[src/rtl/ovp_seq.sv]
module ovp_seq #(
  parameter int BLANK_CYC      = 20000,
  parameter int EXT_CYCLES     = 7,
  parameter int RECOV_CYC      = 1200,
  parameter int RESTART_CYCLES = 8
) (
  input  logic       clk,
  input  logic       rst_n,
  input  logic       fb_high,
  input  logic       fb_low,
  input  logic       fb_zero,
  input  logic       tc_high,
  input  logic       tc_low,
  output logic       fb_dis,
  output logic       tc_chg,
  output logic       tc_dis,
  output logic       gate_off,
  output logic       soft_start,
  output logic       min_freq,
  output logic [2:0] mode
);
  localparam int TMAX = (BLANK_CYC > RECOV_CYC) ? BLANK_CYC : RECOV_CYC;
  localparam int TW   = $clog2(TMAX + 1);
  localparam int EW   = $clog2(EXT_CYCLES + 1);
  localparam int RW   = $clog2(RESTART_CYCLES + 1);

  typedef enum logic [2:0] {
    S_NORM = 3'd0, S_BLANK = 3'd1, S_EXT = 3'd2, S_PROT = 3'd3, S_RST = 3'd4
  } st_t;

  st_t          st;
  logic [TW-1:0] tmr;
  logic [EW-1:0] ecnt;
  logic [RW-1:0] rcnt;
  logic          dis_ph;

  wire last_ext = (ecnt == EW'(EXT_CYCLES));
  wire fb_done  = last_ext ? fb_zero : fb_low;

  always_ff @(posedge clk) begin
    if (!rst_n) begin
      st <= S_NORM; tmr <= '0; ecnt <= '0; rcnt <= '0; dis_ph <= 1'b0;
    end else begin
      case (st)
        S_NORM:
          if (fb_high) begin st <= S_BLANK; tmr <= TW'(1); end
        S_BLANK:
          if (!fb_high) begin
            st <= S_NORM; tmr <= '0;
          end else if (tmr == TW'(BLANK_CYC - 1)) begin
            st <= S_EXT; tmr <= '0; ecnt <= '0; dis_ph <= 1'b1;
          end else begin
            tmr <= tmr + 1'b1;
          end
        S_EXT:
          if (dis_ph) begin
            if (fb_done) begin dis_ph <= 1'b0; tmr <= '0; end
          end else if (fb_high) begin
            dis_ph <= 1'b1;
            if (last_ext) begin st <= S_PROT; rcnt <= '0; end
            else ecnt <= ecnt + 1'b1;
          end else if (tmr == TW'(RECOV_CYC - 1)) begin
            st <= S_NORM; tmr <= '0; ecnt <= '0;
          end else begin
            tmr <= tmr + 1'b1;
          end
        S_PROT:
          if (dis_ph) begin
            if (tc_low) begin
              if (rcnt == RW'(RESTART_CYCLES)) st <= S_RST;
              else dis_ph <= 1'b0;
            end
          end else if (tc_high) begin
            dis_ph <= 1'b1; rcnt <= rcnt + 1'b1;
          end
        default: begin
          st <= S_NORM; tmr <= '0; ecnt <= '0; rcnt <= '0; dis_ph <= 1'b0;
        end
      endcase
    end
  end

  assign fb_dis     = (st == S_EXT) && dis_ph;
  assign tc_dis     = (st == S_PROT) && dis_ph;
  assign tc_chg     = (st == S_PROT) && !dis_ph;
  assign gate_off   = (st == S_PROT);
  assign soft_start = (st == S_RST);
  assign min_freq   = (st == S_EXT);
  assign mode       = st;
endmodule

[config.mk]
export PLATFORM = sky130hd
export DESIGN_NAME = ovp_seq
export DESIGN_NICKNAME = d
export VERILOG_FILES = /design/src/rtl/ovp_seq.sv
export SDC_FILE = /design/constraint.sdc
export NUM_CORES = 1
export LEC_CHECK = 0
export ABC_CLOCK_PERIOD_IN_PS = 2600
export BUFFER_PORTS_ARGS = -buffer_cell sky130_fd_sc_hd__buf_2
export CAP_MARGIN = 40
export CORE_ASPECT_RATIO = 1.1
export CORE_MARGIN = 2
export CORE_UTILIZATION = 58
export DETAILED_ROUTE_END_ITERATION = 6
export PLACE_DENSITY = 0.81
export SYNTH_ARGS = -nofsm -noshare
export SYNTH_HDL_FRONTEND = slang
export SYNTH_SLANG_ARGS = --single-unit
[constraint.sdc]
create_clock -name clk -period 2.6 [get_ports clk]
set_input_delay 0.39 -clock clk [delete_from_list [all_inputs] [get_ports clk]]
set_output_delay 0.39 -clock clk [all_outputs]
set_load 0.01 [all_outputs]
==> results_dict.tcl, run 1 <==
set metrics [dict create \
    syn_nets 216 \
    powerDensity_nw_per_um2 619 \
    synth_top_area_share_pct 31.1 \
    async_reset_ff_share_pct 0 \
    cp.required_ns 2.86 \
    synth_edf_count 0 \
    avgRoutedWirePerCell_um 14.8 \
    p_sw_share_pct 40.7 \
    hpwl_um 2830 \
    ys_seq_elements 26 \
    status "completed" \
    synthTopCellsByArea "dfxtp_1, nand2_1, nor2_1" \
    total_power_uw 1120 \
    period_needed_ns 2.39 \
    hold_viol 0 \
    switchingPower_uw 456 \
    grt_pass1_vias 1531 \
    cts_tree "built" \
    stdcell_area_um2 1810 \
    grtUsageTotal_pct 24.0 \
    p_int_uw 664 \
    place_area_um2 1780 \
    rows 20 \
    antenna_found_initial 0 \
    worstPathArrival_ns 2.64 \
    p_leak_uw 0.000667 \
    rsz0062_at_grt "false" \
    io_buffers 15 \
    period_share_pct 91.8 \
    power_frac_comb_pct 42.0 \
    cp-end-kind "register" \
    place_congestion 0.952 \
    avgSynthCellArea_um2 8.21 \
    whs_ns 0.399 \
    crit_top_cell "ha_1" \
    tightest_slew_ns 0.524 \
    synth_flop_cell "dfxtp_1" \
    power_frac_seq_pct 43.1 \
    grt_max_degree 16 \
    die_x_um 55.2 \
    worst_hold_path_type "in -> reg" \
    tns_ns 0 \
    die_area_um2 3340 \
    layout-drive-gt1-share_pct 16.1 \
    crit_path_max_incr_delay_ns 0.53 \
    start_util_pct 60.9 \
    overflow 0 \
    firstDrtPassIters 4 \
    cts.sinks 26 \
    fillers 223 \
    antenna_cells 0 \
    grt_pass1_wl_um 6510 \
    finalNonFillerCells 250 \
    drt-initial-drc-count 67 \
    critPathKind "reg -> reg" \
    setup_viol 0 \
    start_kind "register" \
    design.core.area_um2 2750 \
    syn_inst 204 \
    num_vias 1582 \
    p_clk_share_pct 14.9 \
    finClkSkew_ns 0.00537 \
    die_h_um 60.4 \
    cts_buffers 3 \
    yosysWarnings 0 \
    synth_seq_area_share_pct 31.1 \
    slew_headroom_pct 64.7 \
    cpMaxStageDelayCell "or4b_4" \
    drc_errors 0 \
    nets 231 \
    drtAntennaViolNets 0 \
    cts_setup_buffers 0 \
    vdd_drop_max_v 0.000529 \
    dp_cells 247 \
    io_pins 16 \
    clk_path_buf_depth 2 \
    fmax_ghz 0.419 \
    cts_root_buf "clkbuf_4" \
    cts_max_level 1 \
    wl_um 3710 \
    worstSkewPairLatency_ns 0.32 \
    cp_cell_sequence "ha_1 -> ha_1 -> mux2i_1 -> a2111oi_4 -> buf_4 -> o211ai_2 -> or4b_4 -> a21oi_2" \
    ys_types 56 \
    clk_pin_slew_ns 0.13 \
    max-cap-violations 0 \
    report.final.slew_viol_count 0 \
    cp_max_fo 9 \
    synth_area_um2 1680 \
    areaGrowthSynthToFinish_pct 7.92 \
    synth.largest_area_cell "dfxtp_1" \
    vias_per_cell 6.33 \
]
==> metrics by stage <==
step / setup slack (ns) / utilization, %
after floorplan: 0.321 / -
after global placement: 0.161 / 64.7
after detailed placement: 0.0450 / 64.7
after CTS: 0.00637 / 65.5
after global routing: 0.0681 / 65.7
final: 0.214 / 65.7
==> final timing paths <==
kind                                      startpoint              endpoint  slack (ns)  cells past startpoint
worst max-delay path            ecnt[0]$_SDFFE_PN0P_  tmr[13]$_SDFFE_PN0P_        0.21                      8
worst min-delay path                         fb_high  mode[1]$_SDFFE_PN0P_        0.40                      3
worst max register to register  ecnt[0]$_SDFFE_PN0P_  tmr[13]$_SDFFE_PN0P_        0.21                      8
worst min register to register  ecnt[1]$_SDFFE_PN0P_  ecnt[1]$_SDFFE_PN0P_        0.50                      2
==> cell usage after synthesis, drive strengths merged (3+ instances only) <==
cell    instances
a211oi          3
a21oi          14
a31oi           3
and2            5
buf             4
clkbuf          5
dfxtp          26
ha              5
inv             7
mux2i           6
nand2          20
nand3           7
nand3b          5
nor2           19
nor3            7
nor4            3
o211ai          5
o21ai          10
or3             4
or4b            3
xor2            8
==> placed cells by master, fill, tap and decap left out, types with 2 or more instances in the layout <==
cell type / n
a211oi_1: 3
a21oi_1: 13
a31oi_1: 3
and2_1: 5
and3_1: 2
buf_2: 15
buf_4: 4
clkbuf_4: 3
dfxtp_1: 26
ha_1: 5
inv_1: 7
mux2i_1: 6
nand2_1: 20
nand2b_1: 2
nand3_1: 7
nand3b_1: 4
nand4b_1: 2
nor2_1: 19
nor2b_1: 2
nor3_1: 6
nor3b_1: 2
nor4_1: 3
o2111ai_1: 2
o211ai_1: 4
o21a_1: 2
o21ai_0: 8
o41ai_2: 2
or2_2: 2
or3_1: 4
xor2_1: 8
==> cell families (layout without fill, tap and decap cells) <==
| group | after synthesis | after routing | synth area share, % |
|---|---|---|---|
| and+or+nand+nor | 92 | 92 | 31.4 |
| AOI/OAI and AO/OA | 50 | 50 | 21.8 |
| DFF | 26 | 26 | 31.1 |
| buffers and inverters | 17 | 30 | 4.18 |
| xor gates and xnor gates | 8 | 8 | 4.18 |
| muxes | 6 | 6 | 3.58 |
| adders and majority gates | 5 | 5 | 3.73 |
==> registers in the layout (all words and copies together) (netlist names) <==
name	count
ecnt	3
rcnt	4
mode	3
tmr	15
dis_ph	1
==> repair_timing <==
item,CTS,global route
resized for setup,0,1
endpoints found under the setup margin,0,11
hold buffers,0,0
==> worst max-delay path, delay by kind of cell (launching register included) <==
family                     cells  cell delay (ns)
AOI/OAI and AO/OA              3             0.61
and+or+nand+nor                1             0.53
DFF                            1             0.35
muxes                          1             0.20
buffers and inverters          1             0.21
adders and majority gates      2             0.43
==> routing by layer <==
metal	global-route usage, %	vias up	part of all wire (%)
met5	0	-	0
met3	4.90	12	4.9
met1	29.0	741	43
met4	10.1	0	3.1
met2	42.3	52	49
li1	-	777	-
==> power by group through the flow <==
stage | registers [uW] | clock network, uW | logic [uW]
3_5_place_dp | 489 | 0 | 462
6_report | 482 | 167 | 470
3_3_place_gp | 487 | 0 | 445
5_1_grt | 492 | 188 | 519
4_1_cts | 480 | 172 | 463
2_1_floorplan | 455 | 0 | 376
==> area by class of cell <==
class / instances / area [um^2] / area share, %
Sequential cell: 26 / 520 / 28.8
Timing Repair Buffer: 19 / 105 / 5.81
Multi-Input combinational cell: 161 / 1090 / 60.2
Clock buffer: 3 / 22.5 / 1.25
Inverter: 8 / 30.0 / 1.66
Tap cell: 33 / 41.3 / 2.28
No activity file was read; power rests on OpenSTA's default activity.
==> run 2, diff against run 1 <==
==> constraint.sdc (replaced) <==
create_clock -name clk -period 2.6 [get_ports clk]
set_input_delay 0.39 -clock clk [delete_from_list [all_inputs] [get_ports clk]]
set_output_delay 0.39 -clock clk [all_outputs]
set_load 0.1 [all_outputs]
==> run 2 against run 1 <==
Compared with the run above:
- core utilization increased by 2.5 points
- die area unchanged
- cell count increased by 0.80%
- critical path depth decreased by 1
- cell area increased by 3.7%
- sequential share of layout area decreased by 0.57 points
- clock power increased by 4%
==> results_dict.tcl, run 2 (synthesis results as in run 1) <==
set metrics [dict create \
    antenna_found_initial 0 \
    drc_errors 0 \
    p_clk_share_pct 13.2 \
    grt_pass1_wl_um 6350 \
    antenna_cells 0 \
    cts_max_level 1 \
    cp-end-kind "register" \
    slew_headroom_pct 63.4 \
    critPathKind "reg -> reg" \
    hold_viol 0 \
    place_congestion 0.875 \
    place_area_um2 1830 \
    finClkSkew_ns 0.000943 \
    cts_resized 0 \
    p_leak_uw 0.000677 \
    switchingPower_uw 620 \
    worstPathArrival_ns 2.64 \
    firstDrtPassIters 4 \
    top_regs "tmr (15), rcnt (4)" \
    layout-drive-gt1-share_pct 20.5 \
    mostFrequentLayoutCells "dfxtp_1, nand2_1, nor2_1" \
    die_h_um 60.4 \
    avgRoutedWirePerCell_um 15.0 \
    drt-initial-drc-count 78 \
    worstSkewPairLatency_ns 0.31 \
    start_util_pct 60.9 \
    rows 20 \
    grt_max_degree 20 \
    io_pins 16 \
    nets 232 \
    powerDensity_nw_per_um2 697 \
    setup_viol 0 \
    clk_path_buf_depth 2 \
    areaGrowthSynthToFinish_pct 11.9 \
    clk_pin_slew_ns 0.14 \
    status "completed" \
    cpMaxStageDelayCell "or4b_4" \
    largest_reg_flops 15 \
    die_area_um2 3340 \
    design.core.area_um2 2750 \
    drtAntennaViolNets 0 \
    worst_hold_path_type "in -> reg" \
    cp.required_ns 2.86 \
    cp_max_fo 5 \
    cts_root_buf "clkbuf_4" \
    cts_setup_buffers 0 \
    max-cap-violations 0 \
    die_x_um 55.2 \
    power_frac_seq_pct 38.2 \
    cts_tree "built" \
    total_power_uw 1310 \
    regMostFlops "tmr" \
    min-delay-start "fb_high" \
    fmax_ghz 0.421 \
    report.final.slew_viol_count 0 \
    grtUsageTotal_pct 23.7 \
    tightest_slew_ns 0.543 \
    power_frac_comb_pct 48.5 \
    vdd_drop_max_v 0.000690 \
    io_buffers 15 \
    wl_um 3770 \
    rsz0062_at_grt "false" \
    vias_per_cell 6.29 \
    grt_pass1_vias 1477 \
    stdcell_area_um2 1880 \
    period_share_pct 91.4 \
    startpoint "ecnt[0]$_SDFFE_PN0P_" \
    crit_path_max_incr_delay_ns 0.54 \
    p_sw_share_pct 47.5 \
    cts_buffers 3 \
    hpwl_um 2920 \
    final_common_cell "dfxtp_1" \
    hold_buffers 0 \
    start_kind "register" \
    num_vias 1586 \
    cp_cell_sequence "ha_1 -> ha_1 -> mux2i_1 -> a2111oi_4 -> o211ai_2 -> or4b_4 -> a21oi_2" \
    overflow 0 \
    crit_top_cell "ha_1" \
    cts.sinks 26 \
    p_int_uw 686 \
    fillers 232 \
    r2r-start "ecnt[0]$_SDFFE_PN0P_" \
    period_needed_ns 2.38 \
]
run 2: cell types whose count changed in the layout (fill, tap and decap cells not counted), moves of 2 or more:
cell	previous run	this run
nor2_4	0	2
nor2_1	19	17
dfxtp_1	26	23
dfxtp_4	0	2
run 2: final timing paths:
check	depth (start not counted)	slack, ns	end
min reg2reg	2	0.48	ecnt[1]$_SDFFE_PN0P_
max reg2reg	7	0.22	tmr[13]$_SDFFE_PN0P_
min	3	0.39	mode[1]$_SDFFE_PN0P_
max	7	0.22	tmr[13]$_SDFFE_PN0P_
run 2: layout make-up:
cell class | count | area (um^2) | area share [%]
multi-input combinational | 161 | 1130 | 60.4
sequential | 26 | 529 | 28.2
clock buffer | 3 | 22.5 | 1.20
inverter | 8 | 33.8 | 1.80
timing repair buffer | 20 | 113 | 6.00
clock inverter | 1 | 3.75 | 0.200
tap | 33 | 41.3 | 2.20
run 2: through the flow:
step                hold slack, ns  instances  worst slack, ns  TNS (ns)  utilization (%)
global placement             0.451        246            0.231         0             66.6
detailed placement           0.465        246            0.124         0             66.6
CTS                          0.372        250           0.0892         0             67.6
floorplan                    0.442        204          -0.0444   -0.0444                -
global route                 0.393        252           0.0839         0             68.1
finish                       0.389        252            0.223         0             68.1
run 2: metal layers:
layer	part of all wire (%)	track usage (%)
met5	0	0
met1	43	28.3
met3	4.8	4.05
met2	50	43.5
met4	1.4	8.36
run 2: power by group through the flow:
stage | Clock, uW | Combinational, uW | Sequential [uW]
after floorplan | 0 | 468 | 546
after global placement | 0 | 608 | 505
after detailed placement | 0 | 615 | 508
after CTS | 180 | 617 | 498
after global routing | 192 | 678 | 512
final | 173 | 634 | 499
run 2: critical path, delay by kind of cell, from the launching register on:
family,cells,cell delay [ns]
AOI/OAI and AO/OA,3,0.78
muxes,1,0.20
and+or+nand+nor,1,0.54
adders and majority gates,2,0.45
DFF,1,0.35
